[src/rtl/sio_pkg.sv]
package sio_pkg;
  localparam logic [3:0] OFS_MODE  = 4'd0;
  localparam logic [3:0] OFS_CTRL  = 4'd1;
  localparam logic [3:0] OFS_EXT   = 4'd2;
  localparam logic [3:0] OFS_STAT  = 4'd3;
  localparam logic [3:0] OFS_DATA  = 4'd4;
  localparam logic [3:0] OFS_BAUD  = 4'd6;
  localparam logic [3:0] OFS_FCTL  = 4'd12;
  localparam logic [3:0] OFS_FCNT  = 4'd14;

  // control register
  localparam int C_TXEN  = 0;
  localparam int C_RXEN  = 1;
  localparam int C_IDLIE = 2;
  localparam int C_TEMIE = 3;
  localparam int C_RXIE  = 4;
  localparam int C_RESET = 7;

  // status register
  localparam int S_ERRCLR = 7;

  // FIFO control register
  localparam int F_TXEN  = 0;
  localparam int F_RXEN  = 1;
  localparam int F_TXCLR = 2;
  localparam int F_RXCLR = 3;
  localparam int F_REQIE = 9;
  localparam int F_REQ   = 10;
  localparam int F_IDLE  = 11;

  typedef struct packed {
    logic brk;
    logic par;
    logic frm;
    logic ovr;
  } err_flags_t;
endpackage

[src/rtl/sio_fifo.sv]
module sio_fifo #(
  parameter int WIDTH = 8,
  parameter int DEPTH = 128,
  parameter int CW    = $clog2(DEPTH + 1)
) (
  input  logic             clk,
  input  logic             rst_n,
  input  logic             clr,
  input  logic             single,
  input  logic             push,
  input  logic [WIDTH-1:0] wdata,
  input  logic             pop,
  output logic [WIDTH-1:0] rdata,
  output logic [CW-1:0]    count,
  output logic             full,
  output logic             empty
);
  localparam int AW = (DEPTH > 1) ? $clog2(DEPTH) : 1;
  localparam logic [AW-1:0] LAST = AW'(DEPTH - 1);

  logic [WIDTH-1:0] mem [DEPTH];
  logic [AW-1:0]    wp, rp;
  logic [CW-1:0]    cnt;
  logic             do_push, do_pop;

  assign empty   = (cnt == '0);
  assign full    = single ? (cnt != '0) : (cnt == CW'(DEPTH));
  assign do_push = push & ~full;
  assign do_pop  = pop & ~empty;
  assign rdata   = mem[rp];
  assign count   = cnt;

  always_ff @(posedge clk) begin
    if (do_push && !clr) mem[wp] <= wdata;
  end

  always_ff @(posedge clk or negedge rst_n) begin
    if (!rst_n) begin
      wp  <= '0;
      rp  <= '0;
      cnt <= '0;
    end else if (clr) begin
      wp  <= '0;
      rp  <= '0;
      cnt <= '0;
    end else begin
      if (do_push) wp <= (wp == LAST) ? '0 : wp + 1'b1;
      if (do_pop)  rp <= (rp == LAST) ? '0 : rp + 1'b1;
      case ({do_push, do_pop})
        2'b10:   cnt <= cnt + 1'b1;
        2'b01:   cnt <= cnt - 1'b1;
        default: cnt <= cnt;
      endcase
    end
  end
endmodule

[src/rtl/sio_err_latch.sv]
module sio_err_latch
  import sio_pkg::*;
(
  input  logic       clk,
  input  logic       rst_n,
  input  logic       clr,
  input  err_flags_t set,
  output err_flags_t flags
);
  // a new event in the clearing cycle survives the clear
  always_ff @(posedge clk or negedge rst_n) begin
    if (!rst_n)   flags <= '0;
    else if (clr) flags <= set;
    else          flags <= flags | set;
  end
endmodule

[src/rtl/sio_irq_gen.sv]
module sio_irq_gen
  import sio_pkg::*;
(
  input  logic       req_flag,
  input  logic       req_ie,
  input  logic       idle_ie,
  input  logic       empty_ie,
  input  logic       rx_ie,
  input  logic       tx_bus_idle,
  input  logic       tx_empty,
  input  logic       rx_empty,
  input  err_flags_t errs,
  output logic       irq_tx,
  output logic       irq_rx
);
  always_comb begin
    irq_tx = (req_flag & req_ie) | (idle_ie & tx_bus_idle) | (empty_ie & tx_empty);
    irq_rx = rx_ie & (~rx_empty | (|errs));
  end
endmodule

[src/rtl/sio_ctrl_unit.sv]
module sio_ctrl_unit
  import sio_pkg::*;
#(
  parameter int DEPTH = 128
) (
  input  logic        clk,
  input  logic        rst_n,
  input  logic        bus_sel,
  input  logic        bus_wr,
  input  logic [3:0]  bus_addr,
  input  logic [15:0] bus_wdata,
  output logic [15:0] bus_rdata,
  output logic [7:0]  cfg_mode,
  output logic [7:0]  cfg_ext,
  output logic [15:0] cfg_baud,
  output logic        tx_en,
  output logic        rx_en,
  output logic        tx_valid,
  input  logic        tx_ready,
  output logic [7:0]  tx_data,
  input  logic        tx_idle,
  input  logic        rx_valid,
  input  logic [7:0]  rx_data,
  input  logic        rx_frame_err,
  input  logic        rx_parity_err,
  input  logic        rx_break,
  output logic        irq_rx,
  output logic        irq_tx
);
  localparam int CW = $clog2(DEPTH + 1);

  // ---------------- bus decode ----------------
  logic wr_hit, rd_hit;
  logic wr_mode, wr_ctrl, wr_ext, wr_stat, wr_data, wr_baud, wr_fctl;
  logic rd_data;

  assign wr_hit  = bus_sel & bus_wr;
  assign rd_hit  = bus_sel & ~bus_wr;
  assign wr_mode = wr_hit & (bus_addr == OFS_MODE);
  assign wr_ctrl = wr_hit & (bus_addr == OFS_CTRL);
  assign wr_ext  = wr_hit & (bus_addr == OFS_EXT);
  assign wr_stat = wr_hit & (bus_addr == OFS_STAT);
  assign wr_data = wr_hit & (bus_addr == OFS_DATA);
  assign wr_baud = wr_hit & (bus_addr == OFS_BAUD);
  assign wr_fctl = wr_hit & (bus_addr == OFS_FCTL);
  assign rd_data = rd_hit & (bus_addr == OFS_DATA);

  // ---------------- configuration registers ----------------
  logic [7:0]  mode_q, ext_q;
  logic [15:0] baud_q;
  logic [4:0]  ctrl_q;
  logic [1:0]  fifo_en_q;
  logic        req_ie_q, idle_ie_q;

  always_ff @(posedge clk or negedge rst_n) begin
    if (!rst_n) begin
      mode_q    <= '0;
      ext_q     <= '0;
      baud_q    <= '0;
      ctrl_q    <= '0;
      fifo_en_q <= '0;
      req_ie_q  <= 1'b0;
      idle_ie_q <= 1'b0;
    end else begin
      if (wr_mode) mode_q <= bus_wdata[7:0];
      if (wr_ext)  ext_q  <= bus_wdata[7:0];
      if (wr_baud) baud_q <= bus_wdata;
      if (wr_ctrl) ctrl_q <= bus_wdata[4:0];
      if (wr_fctl) begin
        fifo_en_q <= {bus_wdata[F_RXEN], bus_wdata[F_TXEN]};
        req_ie_q  <= bus_wdata[F_REQIE];
        idle_ie_q <= bus_wdata[F_IDLE];
      end
    end
  end

  assign cfg_mode = mode_q;
  assign cfg_ext  = ext_q;
  assign cfg_baud = baud_q;
  assign tx_en    = ctrl_q[C_TXEN];
  assign rx_en    = ctrl_q[C_RXEN];

  // ---------------- clears ----------------
  logic port_reset, tx_clr, rx_clr, err_clr;

  assign port_reset = wr_ctrl & bus_wdata[C_RESET];
  assign tx_clr     = port_reset | (wr_fctl & bus_wdata[F_TXCLR]);
  assign rx_clr     = port_reset | (wr_fctl & bus_wdata[F_RXCLR]);
  assign err_clr    = port_reset | (wr_stat & bus_wdata[S_ERRCLR]);

  // ---------------- FIFOs ----------------
  logic          tx_full, tx_empty, rx_full, rx_empty;
  logic [CW-1:0] tx_cnt, rx_cnt;
  logic [7:0]    rx_head;
  logic          tx_pop, rx_in;

  assign tx_valid = tx_en & ~tx_empty;
  assign tx_pop   = tx_valid & tx_ready;
  assign rx_in    = rx_valid & rx_en;

  sio_fifo #(.WIDTH(8), .DEPTH(DEPTH), .CW(CW)) u_txq (
    .clk    (clk),
    .rst_n  (rst_n),
    .clr    (tx_clr),
    .single (~fifo_en_q[0]),
    .push   (wr_data),
    .wdata  (bus_wdata[7:0]),
    .pop    (tx_pop),
    .rdata  (tx_data),
    .count  (tx_cnt),
    .full   (tx_full),
    .empty  (tx_empty)
  );

  sio_fifo #(.WIDTH(8), .DEPTH(DEPTH), .CW(CW)) u_rxq (
    .clk    (clk),
    .rst_n  (rst_n),
    .clr    (rx_clr),
    .single (~fifo_en_q[1]),
    .push   (rx_in),
    .wdata  (rx_data),
    .pop    (rd_data),
    .rdata  (rx_head),
    .count  (rx_cnt),
    .full   (rx_full),
    .empty  (rx_empty)
  );

  // ---------------- error latches ----------------
  err_flags_t err_set, errs;

  always_comb begin
    err_set.ovr = rx_in & rx_full;
    err_set.frm = rx_in & rx_frame_err;
    err_set.par = rx_in & rx_parity_err;
    err_set.brk = rx_in & rx_break;
  end

  sio_err_latch u_err (
    .clk   (clk),
    .rst_n (rst_n),
    .clr   (err_clr),
    .set   (err_set),
    .flags (errs)
  );

  // ---------------- transmit request flag ----------------
  logic tx_going_empty, req_q;

  assign tx_going_empty = (tx_cnt == CW'(1) && tx_pop && !(wr_data && !tx_full))
                        | (tx_clr & ~tx_empty);

  always_ff @(posedge clk or negedge rst_n) begin
    if (!rst_n)                            req_q <= 1'b1;
    else if (tx_going_empty)               req_q <= 1'b1;
    else if (wr_fctl && !bus_wdata[F_REQ]) req_q <= 1'b0;
  end

  // ---------------- interrupts ----------------
  logic tx_bus_idle;
  assign tx_bus_idle = tx_idle & tx_empty;

  sio_irq_gen u_irq (
    .req_flag    (req_q),
    .req_ie      (req_ie_q),
    .idle_ie     (ctrl_q[C_IDLIE]),
    .empty_ie    (ctrl_q[C_TEMIE]),
    .rx_ie       (ctrl_q[C_RXIE]),
    .tx_bus_idle (tx_bus_idle),
    .tx_empty    (tx_empty),
    .rx_empty    (rx_empty),
    .errs        (errs),
    .irq_tx      (irq_tx),
    .irq_rx      (irq_rx)
  );

  // ---------------- read mux ----------------
  logic [15:0] stat_word, fctl_word, fcnt_word;

  assign stat_word = {7'b0, errs.brk, 2'b0, errs.par, errs.frm, errs.ovr,
                      ~rx_empty, ~tx_full, tx_bus_idle};
  assign fctl_word = {4'b0, idle_ie_q, req_q, req_ie_q, 7'b0, fifo_en_q};
  assign fcnt_word = {8'(rx_cnt), 8'(tx_cnt)};

  always_comb begin
    unique case (bus_addr)
      OFS_MODE: bus_rdata = {8'b0, mode_q};
      OFS_CTRL: bus_rdata = {11'b0, ctrl_q};
      OFS_EXT:  bus_rdata = {8'b0, ext_q};
      OFS_STAT: bus_rdata = stat_word;
      OFS_DATA: bus_rdata = rx_empty ? 16'h0 : {8'b0, rx_head};
      OFS_BAUD: bus_rdata = baud_q;
      OFS_FCTL: bus_rdata = fctl_word;
      OFS_FCNT: bus_rdata = fcnt_word;
      default:  bus_rdata = 16'h0;
    endcase
  end
endmodule

[config.mk]
export PLATFORM = sky130hd
export DESIGN_NAME = sio_ctrl_unit
export DESIGN_NICKNAME = d
export VERILOG_FILES = /design/src/rtl/sio_pkg.sv /design/src/rtl/sio_fifo.sv /design/src/rtl/sio_err_latch.sv /design/src/rtl/sio_irq_gen.sv /design/src/rtl/sio_ctrl_unit.sv
export SDC_FILE = /design/constraint.sdc
export NUM_CORES = 2
export LEC_CHECK = 0
export ABC_AREA = 0
export BUFFER_PORTS_ARGS = -buffer_cell sky130_fd_sc_hd__buf_4
export CAP_MARGIN = 20
export CORE_ASPECT_RATIO = 0.8
export CORE_MARGIN = 5
export CORE_UTILIZATION = 50
export DETAILED_ROUTE_END_ITERATION = 7
export HOLD_SLACK_MARGIN = 0.08
export PLACE_DENSITY = 0.76
export REMOVE_ABC_BUFFERS = 1
export SYNTH_ARGS = -nofsm -noshare
export SYNTH_HDL_FRONTEND = slang
export SYNTH_SLANG_ARGS = --single-unit
[constraint.sdc]
create_clock -name clk -period 3.6 [get_ports clk]
set_clock_uncertainty 0.15 [all_clocks]
set_input_delay 1.08 -clock clk [delete_from_list [all_inputs] [get_ports clk]]
set_output_delay 1.08 -clock clk [all_outputs]
set_load 0.1 [all_outputs]
==> results.md <==
* Reg-to-reg startpoint: u_rxq.count[4]$_DFFE_PN0P_
* Routed WL per cell at 31.2 um
* DRT Wirelength at 231,000 um
* PD cells at 640 nW/um^2
* CP bufs+invs at 4
* Crit. End Element: primary output
* Leakage power at 33.4 nW
* Via density at 6.38
* CP Launch Type: register
* Placed cell area at 93,300 um^2
* Synth Register Bits at 2,138
* Clock buffer depth at 3
* Area of the multi-input gates at 20,400 um^2
* Outcome: finished with violations
* Most frequent cells in the layout: edfxtp_1 (2,048), buf_4 (753), mux4_2 (510)
* Max Cap Viol at 0
* Worst hold margin at 0.336 ns
* Via count at 47,300
* Final hold vios at 0
* Critical path fanouts, max at 9
* Nets at 5,052
* R2R Setup Slk at 0.09 ns
* Compound-cell area share of the yosys netlist at 0.0290
* CTS clk-pin slew, worst paths at 0.06 ns
* Final period util at 1.40
* Largest family of logic cells by synthesized area: multiplexers
* 1st-pass router iterations at 6
* Final worst setup slack at -1.43 ns
* Post-synth top area share at 0.730
* Post-synthesis adder-cell area fraction at 0.00134
* Die area at 177,000 um^2
* Failing checks: negative setup slack
* Share of post-route cells with drive strength above 1 at 0.373
* Mapped Area at 84,200 um^2
* Post-Synth XOR/XNOR Area at 0.00166
* Slew Limit Fails at 0
* Crit path max-delay cell type: mux4_2
* Post-synth EDFFs at 2,048
* Port Buffers at 98
* Final setup viols at 19
* Arr. time, crit path at 3.80 ns
* CTS root buf: clkbuf_16
* Clock Latency Late Sink at 0.83 ns
* Largest net degree at the start of global routing at 134
* Fill count at 11,000
* Top delay family on crit path: multiplexers
* Sequential fraction of the synthesis area at 0.757
* Cells on Worst Hold Path at 2
* Worst hold start: bus_wdata[8]
* Mux cell area share after synthesis at 0.166
* Gpl congestion at 0.877
* GRT overflow at 0
* TritonCTS clock tree: yes
* Reg2Reg Depth at 10
* Worst Path Required at 2.37 ns
* Worst hold endpoint: cfg_baud[8]$_DFFE_PN0P_
* Post-route ant nets at 0
* CP cell instances: buf_12, buf_12, buf_16, mux4_2, mux4_2, a221o_1, a31oi_4, o31ai_4, buf_12
* Netlist cell types at 69
* Number of global-route vias before repair at 46,800
* Placeable Area at 167,000 um^2
* CTS Sinks at 2,138
* Chip width at 469 um
* Cell count after synthesis at 4,130
* HPWL Detailed at 138,000 um
* Top post-synthesis cells by area: edfxtp_1 (73%), mux4_2 (14%), dfrtp_1 (2.6%)
* Ports at 99
* Reg area at 63,800 um^2
* Synth Flop Type: edfxtp_1
* FMAX at 199 MHz
* Num CTS Buffers at 193
* Initial antenna violation count at 6
* GRT Overall Usage at 0.257
* Worst slack, placed at -1.50 ns
* Final non-filler cell area at 102,000 um^2
* Ys async rst share at 0.0421
* Final min period at 5.03 ns
* Post-Synth Simple-Gate Area at 0.0316
* Setup TNS at -22.24 ns
* DRC at 0
* First-pass GRT wire length at 330,000 um
* Initial core utilization at 0.504
* H-tree depth at 4
* Synth warn at 0
* Leading area contributor after synthesis: edfxtp_1
* Area added between synthesis and finish at 21.5%
* Avg Inst Size Synth at 20.4 um^2
* Max incr delay on CP at 0.59 ns
* Slew headroom at 0.362
* Unrepaired setup endpoints after global routing: true
* RR Endpoint: u_rxq.mem[60][4]$_DFFE_PP_
* Slew of the pin with the lowest slew margin at 0.957 ns
* Worst VDD drop at 0.000746 V
* Worst min path class: in2reg
* Num rows at 134
* Most common cell after layout, fill and taps aside: edfxtp_1
* CP dominant cell by count: buf_12
* DR iter-0 viols at 7,243
* Post-layout util at 0.612
* CP Class: reg2out
* Die H at 377 um
-- layer usage --
layer  vias up  GRT usage  wire [um]
met4         2      0.102      10400
li1      18900          -          -
met5         -          0          9
met3       508     0.0462      23000
met2      3362      0.418     114000
met1     24500      0.349      83400
-- cell families after synthesis --
kind of cell               count (synthesis)
buffers and inverters                    263
adders and majority gates                  9
muxes                                    755
DFF                                     2138
AOI/OAI and AO/OA                        357
xor gates and xnor gates                  16
and+or+nand+nor                          592
-- worst max-delay path by stage --
stage	startpoint	to	slack [ns]	depth (start not counted)
after detailed placement	u_rxq.rp[0]$_DFFE_PN0P_	bus_rdata[7]	-1.50	11
after global routing	u_txq.rp[0]$_DFFE_PN0P_	tx_data[3]	-1.49	8
final	u_rxq.rp[0]$_DFFE_PN0P_	bus_rdata[0]	-1.43	9
after global placement	u_rxq.rp[0]$_DFFE_PN0P_	bus_rdata[7]	-1.41	11
after CTS	u_rxq.rp[0]$_DFFE_PN0P_	bus_rdata[0]	-1.49	11
after floorplan	u_rxq.rp[0]$_DFFE_PN0P_	bus_rdata[7]	-14.10	6
-- worst register-to-register path, stage by stage (launching register included) --
cell and delay (ns):
dfrtp_1 0.41, or3_4 0.38, buf_4 0.16, or4_4 0.50
a21o_2 0.35, nor3_2 0.43, buf_4 0.19, nand2_1 0.05
buf_4 0.19, nor2_1 0.20, buf_4 0.21
-- power by group --
part           internal, mW  total (mW)  leakage (nW)  switching, mW
logic                  8.25        17.1          10.8           8.84
clock network          11.4        20.5          3.05           9.12
registers              27.5        27.8          19.5          0.339
total                  47.2        65.5          33.4           18.3
-- cells in the mapped netlist, types with 8 or more instances --
cell type and instances:
and3_1 15, inv_1 16, a22o_1 13, nor2_1 336, and2_1 10, buf_2 55, mux4_2 510, o21ai_0 51
nand4_1 8, a31oi_1 9, o22ai_1 26, nor2b_1 16, xnor2_1 9, nand3_1 38, buf_4 20, o21a_1 13
dfrtp_1 89, mux2_2 50, a221oi_1 52, or3_1 9, nor4_1 11, edfxtp_1 2048, a21oi_1 85, nand3b_1 8
clkbuf_1 136, buf_1 35, nand2_1 90, a211oi_1 9, o221ai_1 22, ha_1 9, nor3_1 21, mux2i_1 195
a22oi_1 38
-- stage by stage --
step	cells	power (mW)
3_5_place_dp	6949	42.7
5_1_grt	7413	67.4
4_1_cts	7361	64.8
2_1_floorplan	3883	36.1
3_3_place_gp	6949	42.4
6_report	7414	65.5
-- repair_timing --
action | in CTS | in global routing
endpoints found under the setup margin | 154 | 375
resized for setup | 261 | 90
hold buffers | 1 | 0
pin swaps | 49 | 49
hold endpoints to repair | 19 | 0
gates cloned | 16 | 6
buffers inserted | 44 | 53
-- flip-flops by register name, indices dropped and copies added, names as in the netlist --
register and count:
u_txq.wp 7, cfg_ext 8, u_rxq.count 8, u_rxq.wp 7
u_rxq.mem 1024, u_err.flags 4, u_rxq.rp 7, u_txq.count 8
req_q 1, u_txq.mem 1024, idle_ie_q 1, cfg_mode 8
cfg_baud 16, u_txq.rp 7, fifo_en_q 2, req_ie_q 1
ctrl_q 5
-- cell type report --
class | count | area share
Sequential cell | 2138 | 0.623
Multi-Input combinational cell | 1729 | 0.199
Timing Repair Buffer | 927 | 0.0889
Clock buffer | 228 | 0.0499
Tap cell | 2244 | 0.0274
Clock inverter | 129 | 0.0108
Inverter | 16 | 0.000587
Antenna cell | 3 | 0.0000734
No activity file was read; power rests on OpenSTA's default activity.
